<file path="config.mk">
export PLATFORM = sky130hd
export DESIGN_NAME = rtcirq_flag_ctrl
export DESIGN_NICKNAME = d
export VERILOG_FILES = /design/src/rtl/rtcirq_pkg.sv /design/src/rtl/rtcirq_ctrl_reg.sv /design/src/rtl/rtcirq_flag.sv /design/src/rtl/rtcirq_flag_ctrl.sv
export SDC_FILE = /design/constraint.sdc
export NUM_CORES = 1
export LEC_CHECK = 0
export BUFFER_PORTS_ARGS = -buffer_cell sky130_fd_sc_hd__buf_4
export CAP_MARGIN = 30
export CORE_MARGIN = 5
export CORE_UTILIZATION = 43
export DETAILED_ROUTE_END_ITERATION = 16
export HOLD_SLACK_MARGIN = 0.06
export PLACE_DENSITY = 0.77
export SLEW_MARGIN = 20
export SYNTH_ARGS = -nofsm -noshare
export SYNTH_HDL_FRONTEND = slang
export SYNTH_SLANG_ARGS = --single-unit
</file>
<file path="constraint.sdc">
create_clock -name clk -period 1.5 [get_ports clk]
set_input_delay 0.3 -clock clk [delete_from_list [all_inputs] [get_ports clk]]
set_output_delay 0.3 -clock clk [all_outputs]
set_load 0.05 [all_outputs]
</file>
<file path="src/rtl/rtcirq_pkg.sv">
package rtcirq_pkg;
    localparam int DATA_W  = 8;
    localparam int NUM_SRC = 3;
    localparam int SRC_LSB = 4;
    localparam int REQ_BIT = 7;

    typedef enum logic {
        REQ_IDLE   = 1'b0,
        REQ_ACTIVE = 1'b1
    } req_state_t;
endpackage

</file>
<file path="src/rtl/rtcirq_ctrl_reg.sv">
module rtcirq_ctrl_reg #(
    parameter int W = 8
) (
    input  logic         clk,
    input  logic         rst_n,
    input  logic         we,
    input  logic [W-1:0] d,
    output logic [W-1:0] q,
    output logic [W-1:0] q_nxt
);
    always_comb q_nxt = we ? d : q;

    always_ff @(posedge clk) begin
        if (!rst_n) q <= '0;
        else        q <= q_nxt;
    end


    ctrl_store_chk: assert property (@(posedge clk) disable iff (!rst_n)
        we |=> (q == $past(d)));
endmodule

</file>
<file path="src/rtl/rtcirq_flag.sv">
module rtcirq_flag (
    input  logic clk,
    input  logic rst_n,
    input  logic set_i,
    input  logic clr_i,
    output logic q,
    output logic q_nxt
);
    always_comb q_nxt = set_i | (q & ~clr_i);

    always_ff @(posedge clk) begin
        if (!rst_n) q <= 1'b0;
        else        q <= q_nxt;
    end


    flag_set_chk: assert property (@(posedge clk) disable iff (!rst_n)
        set_i |=> q);

    flag_sticky_chk: assert property (@(posedge clk) disable iff (!rst_n)
        (q && !clr_i) |=> q);

    flag_clear_chk: assert property (@(posedge clk) disable iff (!rst_n)
        (clr_i && !set_i) |=> !q);
endmodule

</file>
<file path="src/rtl/rtcirq_flag_ctrl.sv">
module rtcirq_flag_ctrl
    import rtcirq_pkg::*;
#(
    parameter int                ADDR_W   = 4,
    parameter logic [ADDR_W-1:0] CTRL_IDX = 'hB,
    parameter logic [ADDR_W-1:0] STAT_IDX = 'hC
) (
    input  logic              clk,
    input  logic              rst_n,
    input  logic              ev_periodic,
    input  logic              ev_alarm,
    input  logic              ev_update,
    input  logic [ADDR_W-1:0] reg_addr,
    input  logic              reg_wr,
    input  logic              reg_rd,
    input  logic [DATA_W-1:0] reg_wdata,
    output logic [DATA_W-1:0] reg_rdata,
    output logic              irq
);
    logic               sel_ctrl, sel_stat, ctrl_we, stat_rd;
    logic [DATA_W-1:0]  ctrl_q, ctrl_nxt, stat_val;
    logic [NUM_SRC-1:0] ev_vec, flag_q, flag_nxt, en_q, en_nxt;
    logic               pend_nxt;
    req_state_t         state, state_nxt;

    always_comb begin
        sel_ctrl = (reg_addr == CTRL_IDX);
        sel_stat = (reg_addr == STAT_IDX);
        ctrl_we  = reg_wr & sel_ctrl;
        stat_rd  = reg_rd & sel_stat;
        ev_vec   = {ev_periodic, ev_alarm, ev_update};
    end

    rtcirq_ctrl_reg #(.W(DATA_W)) u_ctrl (
        .clk   (clk),
        .rst_n (rst_n),
        .we    (ctrl_we),
        .d     (reg_wdata),
        .q     (ctrl_q),
        .q_nxt (ctrl_nxt)
    );

    for (genvar i = 0; i < NUM_SRC; i++) begin : g_src
        rtcirq_flag u_flag (
            .clk   (clk),
            .rst_n (rst_n),
            .set_i (ev_vec[i]),
            .clr_i (stat_rd),
            .q     (flag_q[i]),
            .q_nxt (flag_nxt[i])
        );
    end

    always_comb begin
        en_q     = ctrl_q[SRC_LSB +: NUM_SRC];
        en_nxt   = ctrl_nxt[SRC_LSB +: NUM_SRC];
        pend_nxt = |(flag_nxt & en_nxt);
    end

    // state register
    always_ff @(posedge clk) begin
        if (!rst_n) state <= REQ_IDLE;
        else        state <= state_nxt;
    end

    // transitions: RAISE (idle->active), DROP (active->idle)
    always_comb begin
        state_nxt = state;
        unique case (state)
            REQ_IDLE:   if (pend_nxt)  state_nxt = REQ_ACTIVE;
            REQ_ACTIVE: if (!pend_nxt) state_nxt = REQ_IDLE;
            default:    state_nxt = REQ_IDLE;
        endcase
    end

    // outputs
    always_comb begin
        irq                          = (state == REQ_ACTIVE);
        stat_val                     = '0;
        stat_val[REQ_BIT]            = irq;
        stat_val[SRC_LSB +: NUM_SRC] = flag_q;
        if (sel_ctrl)      reg_rdata = ctrl_q;
        else if (sel_stat) reg_rdata = stat_val;
        else               reg_rdata = '0;
    end


    req_match_chk: assert property (@(posedge clk) disable iff (!rst_n)
        irq == |(flag_q & en_q));

    irq_hold_chk: assert property (@(posedge clk) disable iff (!rst_n)
        (irq && !stat_rd && !ctrl_we) |=> irq);

    read_clear_chk: assert property (@(posedge clk) disable iff (!rst_n)
        (stat_rd && ev_vec == '0) |=> (flag_q == '0 && !irq));

    stat_wr_chk: assert property (@(posedge clk) disable iff (!rst_n)
        (reg_wr && sel_stat && !reg_rd && ev_vec == '0) |=> $stable(flag_q));
endmodule

</file>
; Word-level counts from Yosys, hierarchy flattened
; Index checks and enable logic that the tools add are counted.
[word_totals]
reg_bits = 12
inputBits = 19
output_inout_bits = 9
[op_classes]
muxes = 4
n_bitwise = 10
n_reduce_logical = 1
eq_ne = 2
[ops]
columns = op, count
row1 = 2-to-1 mux 8 bit, 2
row2 = equality test 4 bit (second input constant), 2
row3 = 2-to-1 mux 7 bit, 1
row4 = bitwise AND 1 bit, 5
row5 = bitwise AND 3 bit, 1
row6 = OR 1 bit, 3
row7 = OR reduction 3 bit, 1
row8 = 2-to-1 mux 1 bit, 1
row9 = inverter 1 bit, 1

; Logic depth before layout (Yosys ltp)
; Gate-level depths: netlist of the first run.
[depth]
depth_word = 8
mapped_depth = 5

; By module
; Synthesis of the first run repeated with hierarchy kept, for this count alone.
[hier_totals]
hier_cells = 63
hier_area_um2 = 650.6
[modules_own_cells]
columns = mod, cells_each, n_inst, area_per_inst_um2
row1 = rtcirq_ctrl_reg, 25, 1, 344.1
row2 = rtcirq_flag_ctrl, 26, 1, 163.9
row3 = rtcirq_flag, 4, 3, 47.5

; Worst setup path before layout of the first run
; Ideal clock, no wire load.
[synth_timing]
path_kind = input to output
startpoint = input port reg_addr[2]
endpoint = output port reg_rdata[4]
t_arrival_ns = 1.270
required_ns = 1.200
path_stages = 4
slack_ns = -0.070
n_path_buf = 2
path_cell_list = and4b_1 buf_6 buf_4 a22o_1
[synth_between]
elab_chain_len = 3
[synth_rtl]
columns = item, line
row1 = start: declaration, rtcirq_flag_ctrl.sv:13  ; input logic [ADDR_W-1:0] reg_addr,
row2 = equality test 4 bit, rtcirq_flag_ctrl.sv:28  ; sel_stat = (reg_addr == STAT_IDX);
row3 = 2-to-1 mux 8 bit, rtcirq_flag_ctrl.sv:83  ; else if (sel_stat) reg_rdata = stat_val;
row4 = 2-to-1 mux 8 bit *, rtcirq_flag_ctrl.sv:82  ; if (sel_ctrl) reg_rdata = ctrl_q;
row5 = end: declaration, rtcirq_flag_ctrl.sv:17  ; output logic [DATA_W-1:0] reg_rdata,
; Mark *: on every way between the ends. The rest lies on a longest branch, timed or not.

; Final worst setup path of the first run
[layout_timing]
startpoint = input port reg_addr[3]
endpoint = output port reg_rdata[5]
; Same word-level chain as after synthesis.

==> metrics, run 1 <==
status finished with violations; failing checks negative setup slack; total CTS buffers 3; Hold Crit Start ev_alarm; Yosys reg bits 12; Achievable Freq between 0.6 and 0.7 GHz; antenna violations before repair 0; max-cap violations 0; crit path launch type input pin; fin nets 114; slowest stage delay, CP about 0.28 ns; final hold vios 0; worst rel slew slack 0.874; post-place setup slack -0.0304 ns; vias per cell approximately 5.3; ratio of cells with drive above 1 in the final layout 0.521; CTS sink count 12; wl on met1 about 640 um; Synth area leader dfxtp_1; routed via count ~580; GR Overflow Total 0; worst r2r path cells 3; synth warn 0; hold path endpoint g_src[1].u_flag.q; Worst R2R End irq; Final Setup Violations 2; Setup TNS -0.00144 ns; Routed wire per std cell 14.6 um; mapped cell area 577 um^2; Detail Route met2 WL 820 um; worst path arrival time about 1.2 ns; largest net degree at the start of global routing 21; final period utilization 1.00; CTS tree built; CP Max Fanout 5; I/O Buffers 27; Synth area leaders dfxtp_1, a21boi_1, a22o_1; clock latency on the worst-skew pair 0.27 ns; distinct cell type count after synthesis 20; final WL 1590 um; number of DRC markers in iteration 0 4; WL met3 between 100 and 150 um; Syn Nets 81; Layout Area Growth over Synthesis 74.2%; post-route clock skew 0.000863 ns; Die Span Y 46.6 um; # IOs 28; vias in the first global route 497; slowest stage cell, crit path and4b_2; Slew Limit Fails 0; clk root buf clkbuf_4; Reg clk slew, reported paths approximately 0.080 ns; Non-Filler Instances 109; full die area 2170 um^2; Fill cells 90; Initial Utilization 0.449; Ant. Diodes 0; All-Layer GR Usage 0.132; Leakage Power roughly 0.45 nW; Mean Syn Cell Area just over 9 um^2; sequential fraction of the synthesis area 0.416; post-route minimum period 1.50 ns; unrepaired setup endpoints after global routing yes; Cell Rows 13; Cells after DPL 101; commonest cells in the synthesized netlist dfxtp_1, nand2_1, a21boi_1, nand3_1; first-pass iteration count of the detailed router 3; Hold Path Cell Cnt 2; htree depth 1; CTS max path bufs 2; Post-DRT Antenna Nets 0; GP Congestion 0.676; Max VDD drop 460 uV; power density over the cells 698 nW/um^2; flop2flop setup slack around 0.60 ns; Synth async-reset ratio 0; Top FF cell, synth dfxtp_1; required time of the critical path roughly 1.2 ns; drt drc 0; FF-to-FF Start g_src[1].u_flag.q; top layer in use met4; critical path class in2out; post-synth top area share 0.416; core area 1280 um^2; Post-synth EDFFs 0; Mapped Cells 62; critical path cell sequence buf_6 > and4b_2 > buf_12 > a22o_4 > buf_8; worst hold path type in2reg; first-pass GRT wire length 1990 um; cell with the most instances after synthesis dfxtp_1; Slew @ Worst Pin 0.190 ns; Die Wd approximately 47 um; worst setup margin -0.000776 ns; hold_ws 0.240 ns; CP Capture Type output port
-- report_power, final --
group	switching (mW)	total (mW)	internal, mW
Sequential	0.00669	0.334	0.328
Clock	0.114	0.262	0.147
Combinational	0.0435	0.105	0.0613
-- how the worst max path moves through the flow --
stage | startpoint | end | slack [ns] | depth (start not counted)
2_1_floorplan | reg_addr[0] | reg_rdata[4] | 0.05 | 4
3_3_place_gp | reg_addr[0] | reg_rdata[4] | -0.03 | 5
3_5_place_dp | reg_addr[0] | reg_rdata[4] | -0.03 | 5
4_1_cts | reg_addr[0] | reg_rdata[4] | -0.005 | 5
5_1_grt | reg_addr[3] | reg_rdata[7] | -0.02 | 5
6_report | reg_addr[3] | reg_rdata[5] | -0.0008 | 5
-- routing by layer --
| layer | track usage | up-vias |
|---|---|---|
| met5 | 0 | - |
| met4 | 0.0497 | 0 |
| met3 | 0.0586 | 2 |
| met2 | 0.214 | 18 |
| met1 | 0.151 | 270 |
| li1 | - | 291 |
-- stage by stage --
stage               utilization  power, mW  instance area (um^2)
floorplan                     -      0.378                   587
global placement          0.623      0.425                   801
detailed placement        0.623      0.427                   801
CTS                       0.663      0.686                   852
global route              0.782      0.730                  1000
finish                    0.782      0.701                  1000
-- critical path: cells and delay by family --
family          cells  cell delay, ns
simple gates        1            0.28
buf+inv             3            0.39
compound gates      1            0.24
-- state kept, by name, summed over array words and instances, names as in the netlist --
name and count:
irq 1, g_src.u_flag.q 3, u_ctrl.q 8
-- placed cells by master, fill, tap and decap left out, types with 3 or more instances in the layout --
| cell type | n |
|---|---|
| clkbuf_4 | 3 |
| a21boi_1 | 7 |
| nand2_1 | 9 |
| dfxtp_1 | 12 |
| buf_8 | 7 |
| nand3_1 | 5 |
| a22o_4 | 4 |
| buf_6 | 4 |
| a21oi_1 | 3 |
| and2_4 | 3 |
| buf_4 | 18 |
-- final cells by class --
class	instances	area (um^2)	area share
repair buffers	32	355	0.354
multi-input cells	44	347	0.345
flip-flops and latches	12	240	0.239
clock buffers	4	36.3	0.0361
well taps	15	18.8	0.0187
inverters	2	7.51	0.00747
-- kinds of logic after synthesis --
kind of cell    synth area share
buf+inv                   0.0607
compound gates             0.306
flops                      0.416
simple gates               0.217
-- repair_timing --
| action | 4_1_cts | 5_1_grt |
|---|---|---|
| buffers inserted | 0 | 2 |
| hold buffers | 0 | 0 |
| setup endpoints to repair | 4 | 8 |
| cloned | 0 | 2 |
| resized for setup | 4 | 22 |
| pin swaps | 0 | 6 |
Power figures use the tool's default switching activity.
==> run 2, diff against run 1 <==
Settings changed: CELL_PAD_IN_SITES_DETAIL_PLACEMENT set to 0, CELL_PAD_IN_SITES_GLOBAL_PLACEMENT set to 1, CORE_UTILIZATION 43 to 31, PLACE_DENSITY 0.77 to 0.78.
==> run 2 against run 1 <==
  * The run now ends clean
  * Setup slack gained 0.021 ns
  * Clock-buffer cell count unchanged
  * Die area increased by 30%
  * Global-route usage down 1.9 points
  * Sequential cell count did not move
  * Critical endpoint is now reg_rdata[6]
  * Highest routed layer unchanged
==> metrics, run 2 (synthesized netlist as in run 1, its figures left out) <==
status finished clean; Fill cells 179 (+99%); required time of the critical path 1.20 ns (about the same); CTS max path bufs 2 (unchanged); GR Overflow Total 0 (unchanged); CTS sink count 12 (unchanged); largest net degree at the start of global routing 19 (-9.5%); vias per cell 4.69 (-12%); Achievable Freq 0.676 GHz (+1.4%); Max VDD drop 511 uV (+11%); Routed wire per std cell 12.8 um (-12%); first-pass GRT wire length 2190 um (+10%); htree depth 1 (unchanged); Final Setup Violations 0 (-2); Slew Limit Fails 0 (unchanged); total CTS buffers 3 (unchanged); full die area 2820 um^2 (+30%); GP Congestion 0.662 (-2.2%); final hold vios 0 (unchanged); # IOs 28 (unchanged); worst path arrival time 1.18 ns (-0.02 ns); Die Span Y 53.1 um (+14%); worst setup margin 0.0204 ns (+0.0211 ns); commonest non-fill, non-tap cell in the layout buf_4; Leakage Power 0.442 nW (-2.2%); ratio of cells with drive above 1 in the final layout 0.526 (+0.00504); Cell Rows 15 (+2); worst rel slew slack 0.869 (-0.00436); Layout Area Growth over Synthesis 68.1%; clk root buf clkbuf_4; CP Capture Type output port; vias in the first global route 494 (-0.60%); CTS tree built; number of flip-flops under the largest register name 8 (unchanged); clock latency on the worst-skew pair 0.28 ns (about the same); Reg clk slew, reported paths 0.08 ns (about the same); slowest stage delay, CP 0.24 ns (-0.04 ns); drt drc 0 (unchanged); Slew @ Worst Pin 0.196 ns (+0.00654 ns); crit path launch type input pin; Biggest register u_ctrl.q; first-pass iteration count of the detailed router 1 (-2); max-cap violations 0 (unchanged); Final Core Density 0.556 (-0.226); slowest stage cell, crit path and4b_2; critical path class in2out; I/O Buffers 27 (unchanged); Die Wd 53.1 um (+14%); CP Max Fanout 8 (+3); number of DRC markers in iteration 0 0 (-4); power density over the cells 724 nW/um^2 (+3.7%); CP top delay family buffers and inverters; Initial Utilization 0.330 (-0.118); fin nets 115 (+0.88%); routed via count 563 (-3.1%); All-Layer GR Usage 0.113 (-0.0191); post-route clock skew 0.000378 ns (-0.000485 ns); CP Buf/Inv Count 3 (unchanged); worst hold path type in2reg; antenna violations before repair 0 (unchanged); Post-DRT Antenna Nets 0 (unchanged); post-route minimum period 1.48 ns (-0.0211 ns); most frequent cells in the layout buf_4, dfxtp_1, nand2_1; core area 1750 um^2 (+36%); final period utilization 0.986 (-0.0141); post-place setup slack -0.0258 ns (+0.00458 ns); Ant. Diodes 0 (unchanged); critical path cell sequence buf_4 > and4b_2 > buf_12 > a22o_4 > buf_8; final WL 1540 um (-2.9%)
[run 2: through the flow]
stage	instances	cell area, um^2	total power [mW]	TNS (ns)	hold WS, ns
4_1_cts	116	872	0.693	-0.000593	0.230
6_report	120	970	0.702	0	0.235
3_3_place_gp	112	821	0.427	-0.0794	0.438
2_1_floorplan	62	587	0.378	0	0.424
3_5_place_dp	112	821	0.428	-0.0922	0.441
5_1_grt	120	970	0.727	-0.00892	0.227
[run 2: final cells by class]
class	count	area, um^2	area share
clock buffers	4	36.3	0.0374
inverters	2	7.51	0.00774
multi-input cells	44	343	0.354
flip-flops and latches	12	240	0.248
well taps	25	31.3	0.0323
repair buffers	33	312	0.321
[run 2: power breakdown]
part | switching [mW] | total (mW) | internal [mW]
logic | 0.0423 | 0.100 | 0.0581
clock network | 0.120 | 0.267 | 0.148
registers | 0.00625 | 0.334 | 0.328
[run 2: layer usage]
layer / GRT usage / up-vias / part of all wire
li1: - / 291 / -
met4: 0.0766 / 0 / 0.016
met2: 0.182 / 17 / 0.49
met3: 0.0394 / 4 / 0.069
met1: 0.123 / 251 / 0.42
met5: 0 / - / 0
[run 2: worst paths after layout]
check	from	endpoint	slack, ns	cells after the start
worst max-delay path	reg_addr[1]	reg_rdata[6]	0.02	5
worst min register to register	u_ctrl.q[1]	u_ctrl.q[1]	0.45	2
worst max register to register	g_src[1].u_flag.q	irq	0.58	3
worst min-delay path	ev_alarm	g_src[1].u_flag.q	0.24	2
[run 2: repair_timing]
item / in CTS / in global routing
buffers inserted: 0 / 3
gates resized for setup: 4 / 10
endpoints found under the setup margin: 4 / 6
hold endpoints to repair: 0 / 0
pin swaps: 0 / 5
hold buffers: 0 / 0
gates cloned: 0 / 1
==> run 3, diff against run 2 <==
Settings changed: BUFFER_PORTS_ARGS -buffer_cell sky130_fd_sc_hd__buf_4 to unset, CORE_UTILIZATION 31 to 41, DONT_BUFFER_PORTS set to 1, PLACE_DENSITY 0.78 to 0.74.
==> run 3 against run 2 <==
  * Register-to-register slack better by 0.02 ns
  * Sequential share of layout area is 12 points higher
  * Wire length is 24% lower
  * Largest cell class unchanged
  * Setup slack better by 0.087 ns
  * Clock skew hardly changed
  * Maximum frequency is 6.2% higher
  * Die area is 20% lower
==> metrics, run 3 (synthesized netlist as in run 1, its figures left out) <==
grt peak-use layer met2; Biggest register u_ctrl.q; htree depth 1 (unchanged); first-pass GRT wire length 1810 um (-18%); grt met2 use 0.184 (+0.00267); crit path launch type input pin; Leakage Power 0.254 nW (-43%); Non-Filler Instances 80 (-33%); Final Core Density 0.502 (-0.0532); Die Span Y 47.5 um (-11%); Die Wd 47.5 um (-11%); Slew @ Worst Pin 0.270 ns (+0.0736 ns); Post-DRT Antenna Nets 0 (unchanged); first-pass iteration count of the detailed router 4 (+3); drt drc 0 (unchanged); FF-to-FF Start g_src[1].u_flag.q; Cells after DPL 76 (-32%); worst setup margin 0.107 ns (+0.0866 ns); worst path arrival time 1.09 ns (-0.09 ns); clk root buf clkbuf_4; Hold Buf Count CTS 0 (unchanged); Max VDD drop 706 uV (+38%); grt met1 use 0.120 (-0.00296); Routed wire per std cell 14.6 um (+14%); post-route clock skew 0.000162 ns (-0.000216 ns); routed via count 439 (-22%); number of flip-flops under the largest register name 8 (unchanged); vias per cell 5.49 (+17%); power density over the cells 942 nW/um^2 (+30%); total CTS buffers 3 (unchanged); I/O Buffers 0 (-100%); final hold vios 0 (unchanged); critical path class in2out; Hold Path Cell Cnt 1 (-1); clock latency on the worst-skew pair 0.27 ns (about the same); Layout Area Growth over Synthesis 14.8%; GRT met3 Usage 0.0940 (+0.0545); post-cts resize count 0 (-4); worst rel slew slack 0.821 (-0.0482); Post CTS Setup Buffer Count 0 (unchanged); most frequent cells in the layout dfxtp_1, nand2_1, a21boi_1; fin nets 85 (-26%); required time of the critical path 1.20 ns (about the same); Worst R2R End irq; hold_ws 0.147 ns (-0.0878 ns); worst hold path type in2reg; Hold Crit Start rst_n; Initial Utilization 0.438 (+0.107); post-route minimum period 1.39 ns (-0.0866 ns); antenna violations before repair 0 (unchanged); GP Congestion 0.640 (-3.2%); CP Max Fanout 20 (+12); CP Capture Type output port; largest net degree at the start of global routing 21 (+2); ratio of cells with drive above 1 in the final layout 0.292 (-0.234); hold path endpoint g_src[1].u_flag.q; Slew Limit Fails 0 (unchanged); max-cap violations 0 (unchanged); final WL 1170 um (-24%); Cell Rows 13 (-2); worst r2r path cells 3 (unchanged); vias in the first global route 439 (-11%); CTS sink count 12 (unchanged); CTS max path bufs 2 (unchanged); # IOs 28 (unchanged); flop2flop setup slack 0.60 ns (+0.02 ns); Final Setup Violations 0 (unchanged); post-place setup slack 0.105 ns (+0.131 ns); unrepaired setup endpoints after global routing no; number of DRC markers in iteration 0 4 (+4); Achievable Freq 0.718 GHz (+6.2%); status finished clean; Setup TNS 0 ns (unchanged); final period utilization 0.929 (-0.0577); GR Overflow Total 0 (unchanged); CTS tree built; Ant. Diodes 0 (unchanged); commonest non-fill, non-tap cell in the layout dfxtp_1; All-Layer GR Usage 0.120 (+0.00692); Reg clk slew, reported paths 0.07 ns (about the same); full die area 2260 um^2 (-20%); core area 1320 um^2 (-25%)
[run 3: changes by cell type in the layout (fill, tap and decap cells not counted), sizes merged]
cell | previous run | this run
clkbuf | 5 | 4
buf | 32 | 3
[run 3: worst max-delay path by stage]
stage | to | cells past startpoint | from | slack (ns)
6_report | reg_rdata[6] | 4 | reg_addr[0] | 0.11
5_1_grt | reg_rdata[6] | 4 | reg_addr[0] | 0.09
4_1_cts | reg_rdata[6] | 4 | reg_addr[0] | 0.10
3_5_place_dp | reg_rdata[6] | 4 | reg_addr[0] | 0.10
3_3_place_gp | reg_rdata[6] | 4 | reg_addr[0] | 0.11
2_1_floorplan | reg_rdata[4] | 4 | reg_addr[0] | 0.05
[run 3: layout make-up]
cell class	count	area, um^2
timing repair buffer	3	47.5
inverter	2	7.51
fill	132	656
multi-input combinational	44	312
clock buffer	4	36.3
sequential	12	240
tap	15	18.8
[run 3: metal layers]
layer,part of all wire,wire [um],vias to the layer above
met1,0.36,420,186
met2,0.48,566,18
met3,0.15,170,2
met4,0.010,12,0
met5,0,0,-
li1,-,-,233
[run 3: metrics by stage]
step                      instance area [um^2]  power [mW]
after global routing                       662       0.657
after global placement                     626       0.379
after CTS                                  662       0.633
after floorplan                            587       0.378
after detailed placement                   626       0.380
final                                      662       0.623
[run 3: critical path, cell delays in order]
cell and delay, ns:
and4b_1 0.21, buf_12 0.16, a22o_2 0.27, buf_12 0.15
[run 3: report_power, final]
group | switching [mW] | total (mW) | internal [mW]
Combinational | 0.0210 | 0.0400 | 0.0189
Clock | 0.104 | 0.252 | 0.148
Sequential | 0.00404 | 0.332 | 0.328
